### src/rtl/pc_vector_seq.sv
module pc_vector_seq #(
  parameter int AW      = 16,
  parameter int DW      = 8,
  parameter int LW      = 3,
  parameter int MAX_LEN = 4
) (
  input  logic          clk,
  input  logic          rst_n,
  output logic          mem_rd,
  output logic [AW-1:0] mem_addr,
  input  logic [DW-1:0] mem_rdata,
  input  logic          step_en,
  input  logic [LW-1:0] step_len,
  input  logic          jump_en,
  input  logic [AW-1:0] jump_target,
  output logic [AW-1:0] pc,
  output logic          ready
);
  typedef enum logic [1:0] {S_LO, S_HI, S_RUN} phase_t;
  phase_t phase;

  logic len_ok;
  assign len_ok   = (step_len != '0) && (int'(step_len) <= MAX_LEN);
  assign ready    = (phase == S_RUN);
  assign mem_rd   = !ready;
  assign mem_addr = (phase == S_HI) ? AW'(1) : '0;

  always_ff @(posedge clk) begin
    if (!rst_n) begin
      phase <= S_LO;
      pc    <= '0;
    end else begin
      case (phase)
        S_LO: begin
          pc[DW-1:0] <= mem_rdata;
          phase      <= S_HI;
        end
        S_HI: begin
          pc[AW-1:DW] <= mem_rdata[AW-DW-1:0];
          phase       <= S_RUN;
        end
        default: begin
          if (jump_en)
            pc <= jump_target;
          else if (step_en && len_ok)
            pc <= pc + AW'(step_len);
        end
      endcase
    end
  end
endmodule


### config.mk
export PLATFORM = sky130hd
export DESIGN_NAME = pc_vector_seq
export DESIGN_NICKNAME = d
export VERILOG_FILES = /design/src/rtl/pc_vector_seq.sv
export SDC_FILE = /design/constraint.sdc
export NUM_CORES = 1
export LEC_CHECK = 0
export ABC_AREA = 0
export BUFFER_PORTS_ARGS = -buffer_cell sky130_fd_sc_hd__buf_4
export CAP_MARGIN = 0
export CORE_MARGIN = 3
export CORE_UTILIZATION = 45
export CTS_CLUSTER_SIZE = 28
export DETAILED_ROUTE_END_ITERATION = 8
export PLACE_DENSITY = 0.77
export SLEW_MARGIN = 20
export SYNTH_ARGS = -nofsm -noshare
export SYNTH_HDL_FRONTEND = slang
export SYNTH_SLANG_ARGS = --single-unit
### constraint.sdc
create_clock -name clk -period 2.3 [get_ports clk]
set_input_delay 0.46 -clock clk [delete_from_list [all_inputs] [get_ports clk]]
set_output_delay 0.46 -clock clk [all_outputs]
set_load 0.01 [all_outputs]
Word-level counts from Yosys, hierarchy flattened

Cells that the tools add are included.

Register bits: 18
Memory bits (writable): 0
Latch bits: 0
Memory bits (read-only): 0
Logic and storage cells: 25
Memories kept: 0
Input port bits: 31

Multiply operators: 0
Eq/ne operators: 2
Bitwise operators: 2
Divide/modulo/power cells: 0
Reduce and logical (&&, ||, !) cells: 10
Muxes and demuxes: 6
Magnitude comparators: 1
Shifts and indexed selects: 0
Add/sub/neg operators: 1

Operator list:

| cell                                          | count |
|---|---|
| two-way mux 16 bit                            | 2 |
| case mux 8 bit (2 select lines)               | 2 |
| adder 16 x 3 -> 16 bit                        | 1 |
| nonzero test 3 bit                            | 3 |
| case mux 2 bit (2 select lines)               | 1 |
| AND reduction 2 bit                           | 2 |
| <= comparator 3 bit, second input constant    | 1 |
| == test 2 x 1 -> 1 bit, second input constant | 1 |
| == test 2 bit, second input constant          | 1 |
| logical AND 1 bit                             | 2 |
| zero test 2 bit                               | 1 |
| inverter 1 bit                                | 2 |
| nonzero test 2 bit                            | 1 |
| zero test 1 bit                               | 1 |
| two-way mux 1 bit                             | 1 |

Longest topological paths before layout

Depth in word-level cells: 6
Depth in mapped cells: 7

Worst setup path before layout

No wires, ideal clock.

Kind: input port to flip-flop
Start point: in step_len[0]
End point: reg pc[12]
Stages: 7
Slack: 0.156 ns
Arrival: 2.028 ns
Required time: 2.184 ns
Buffers on the path: 0
Cell sequence: ha_1 > fa_1 > a21oi_1 > nor4_2 > a311oi_1 > a41oi_1 > a31o_1

Word-level cells in the longest chain between the ends: 5
Elaborated cells on any way between the ends: 10
Classes of those cells: add/sub (1); order compare (1); mux (3); reduce/logical (5)

RTL lines:

| what                                                                           | RTL line | RTL |
|---|---|---|
| start: declaration                                                             | 13       | `input logic [LW-1:0] step_len,` |
| parallel branches: the longest is 5 deep, another holds adder 16 x 3 -> 16 bit | --       |  |
| end signal: indexed assignment                                                 | 35       | `pc[DW-1:0] <= mem_rdata;` |
| end signal: assignment                                                         | 44       | `pc <= jump_target;` |
| end signal: assignment                                                         | 46       | `pc <= pc + AW'(step_len);` |
| end: declaration                                                               | 16       | `output logic [AW-1:0] pc,` |

Several ways; the timed one is not identified. The select of a mux whose other input is x is not followed.
A chain may end at the register's enable or synchronous reset.

Worst setup path after layout

Start point: reg pc[0]
End point: reg pc[12]

Word-level cells in the longest chain between the ends: 4

RTL lines:

| what                             | RTL line | RTL |
|---|---|---|
| start signal: indexed assignment | 35       |  |
| start signal: indexed assignment | 39       | `pc[AW-1:DW] <= mem_rdata[AW-DW-1:0];` |
| start signal: assignment         | 44       |  |
| adder 16 x 3 -> 16 bit           | 46       |  |
| two-way mux 16 bit               | 45       | `else if (step_en && len_ok)` |
| two-way mux 16 bit               | 43       | `if (jump_en)` |
| case mux 8 bit (2 select lines)  | 33       | `case (phase)` |

No other way between the ends. The select of a mux whose other input is x is not followed.

==> reports/qor.yml <==
synthCells: 187
final_core_util_pct: 59.9
cts.sinks: 18
vias_per_cell: 5.58
crit_path_start_kind: "register"
fp.dieW_um: 63.4
synthArstFlopShare_pct: 0
critPathCaptureType: "register"
powerDensity_nw_per_um2: 522
skew_ns: 0.00331
diodes: 0
firstDrtPassIters: 6
cts_resized: 0
crit_buf_inv: 0
hpwl_mm: 3.07
synth_top_area_cell: "dfxtp_1"
synth_cell_type_count: 52
initial_utilization_pct: 47.8
synth_edf_count: 0
cp.arrival_ns: 2.19
seqPwrFrac_pct: 42.3
fin_nets: 270
fillers: 315
rows: 20
drc: 0
cts.clk_slew.worst_paths_ns: 0.10
wl_mm: 4.04
hp-class: "primary input to register"
gp_routability_congestion: 0.863
synth-seq-area-share_pct: 24.3
wl_per_cell_um: 14.6
cts_hold_buf: 0
cp_slowest_cell: "fa_1"
p_total_uw: 970
outcome: "complete, no violations"
layout-area-overhead-vs-synth_pct: 25.2
grt_first_pass_wirelength_mm: 6.47
max_cap_violations: 0
die_area_um2: 4020
crit_family: "compound AO/OA/AOI/OAI gates"
slowest_delay_ns: 0.40
yosysWarnings: 0
io_pins: 65
grt_max_degree: 32
core_area_um2: 3100
p_comb_share_pct: 41.6
p_leak_nw: 0.851
critPathMaxFanout: 3
drtIter0Drc: 122
rsz0062_at_grt: "false"
vias: 1545
clockBufferDepth: 2
tritoncts: "done"
setup_tns_ns: 0
antenna_found_initial: 0
synth.area.top_cells: "dfxtp_1 (24%), buf_4 (7.6%), xor2_1 (4.1%), nand3_1 (3.7%), nand2_1 (3.5%)"
fin_crit_sh_pct: 86.5
cts_htree_levels: 1
cts-root-buf: "clkbuf_4"
peakVddDrop_mv: 0.302
clkPwrFrac_pct: 16.1
final_layout_size_suffix_gt1_share_pct: 28.8
crit_chain: "ha_1 -> fa_1 -> a21oi_1 -> nor4_2 -> a311oi_1 -> a41oi_1 -> a31o_1"
slew_headroom_pct: 59.4
final-hold-violation-count: 0
syn_area_um2: 1480
worstSetupPathType: "register to register"
grt_usage_pct: 20.0
syn_area_per_cell_um2: 7.94
grt_pass1_vias: 1404
ys_ff_latch: 18
synth_ff_type: "dfxtp_1"
p_int_uw: 614
yosysTopAreaCellShare_pct: 24.3
fmax_mhz: 502
switchingPower_uw: 356
ant_nets: 0
grt_overflow: 0
die_h_um: 63.4
finalWorstPathRequiredPeriod_ns: 1.99
switching_share_pct: 36.7
portBuffers: 49
post-cts-setup-buffers: 0
cp.required_ns: 2.50
tightest_slew_ns: 0.604
insertion_delay_ns: 0.30
cts_made_buffers: 3
final_max_slew_viol_count: 0
setup-violations-final: 0
==> cell families (layout without fill, tap and decap cells) <==
group	Yosys count	in the layout	share of synthesized area, %
XOR/XNOR	8	8	4.72
AO/OA/AOI/OAI	53	53	25.2
multiplexers	8	8	5.65
flip-flops	18	18	24.3
other	1	15	0.253
adder cells (fa/ha/maj)	4	4	3.88
buffers and inverters	29	61	11.9
AND/OR/NAND/NOR	66	66	24.1
==> layout make-up <==
| cell class | instances | area, um^2 | share of cell area, % |
|---|---|---|---|
| Clock buffer | 3 | 22.5 | 1.21 |
| Tap cell | 44 | 55.1 | 2.96 |
| Inverter | 4 | 15.0 | 0.808 |
| Multi-Input combinational cell | 154 | 1000 | 53.8 |
| Sequential cell | 18 | 360 | 19.4 |
| Timing Repair Buffer | 54 | 405 | 21.8 |
==> worst reg2reg max path, stage by stage (launching register included) <==
cell	delay, ns
dfxtp_1	0.34
ha_1	0.22
fa_1	0.40
a21oi_1	0.26
nor4_2	0.10
a311oi_1	0.27
a41oi_1	0.07
a31o_1	0.24
==> cell usage after synthesis (5+ instances only) <==
master	count
dfxtp_1	18
buf_4	15
nand2_1	14
nand3_1	11
nor2_1	9
o21ai_0	9
a21oi_1	7
nand2b_1	7
xor2_1	7
o22ai_1	6
mux2i_1	5
nor3_1	5
==> sequential cells by signal, summed over array words and instances, names as in the netlist <==
signal and count:
phase 2, pc 16
==> worst paths after layout <==
kind                               end  slack, ns  depth (start not counted)    startpoint
worst max-delay path            pc[12]       0.31                          7         pc[0]
worst min-delay path            pc[11]       0.41                          3  mem_rdata[3]
worst max register to register  pc[12]       0.31                          7         pc[0]
worst min register to register   pc[0]       0.56                          2         pc[0]
==> power groups by stage <==
stage,logic (mW),clock network (mW),registers (mW)
6_report,0.403,0.156,0.410
5_1_grt,0.446,0.174,0.419
4_1_cts,0.402,0.162,0.409
3_5_place_dp,0.400,0,0.416
3_3_place_gp,0.397,0,0.416
2_1_floorplan,0.252,0,0.416
==> cells in the final DEF (no fill, tap or decap), drive strengths merged, types with 2 or more instances in the layout <==
cell type,n
a31oi,4
a31o,2
clkbuf,3
a41oi,2
xor2,7
and2,2
and3,2
nor3,5
a211o,2
nor4,2
nor2b,3
conb,15
a21o,2
mux2i,5
o22ai,8
nand4b,2
nand3,11
nand2,15
dfxtp,18
ha,3
nand2b,7
o21ai,11
mux2,3
buf,54
a2bb2oi,4
inv,4
a21oi,7
nor2,9
nand4,4
o211ai,3
==> through the flow <==
stage	instance area [um^2]	hold slack [ns]	instances	setup slack [ns]
finish	1860	0.414	277	0.310
global route	1860	0.407	277	0.170
CTS	1860	0.413	277	0.305
detailed placement	1840	0.553	274	0.0425
global placement	1840	0.536	274	0.0756
floorplan	1540	0.541	201	0.156
==> layer usage <==
metal | vias to the layer above | part of all wire [%] | routed length, um | GRT usage [%]
met4 | 0 | 1.4 | 57 | 5.12
met2 | 69 | 46 | 1860 | 30.5
met3 | 9 | 8.9 | 361 | 5.17
met1 | 710 | 44 | 1760 | 27.9
met5 | - | 0 | 0 | 0
li1 | 757 | - | - | -
Note: power is estimated with default switching activity, not from simulation.
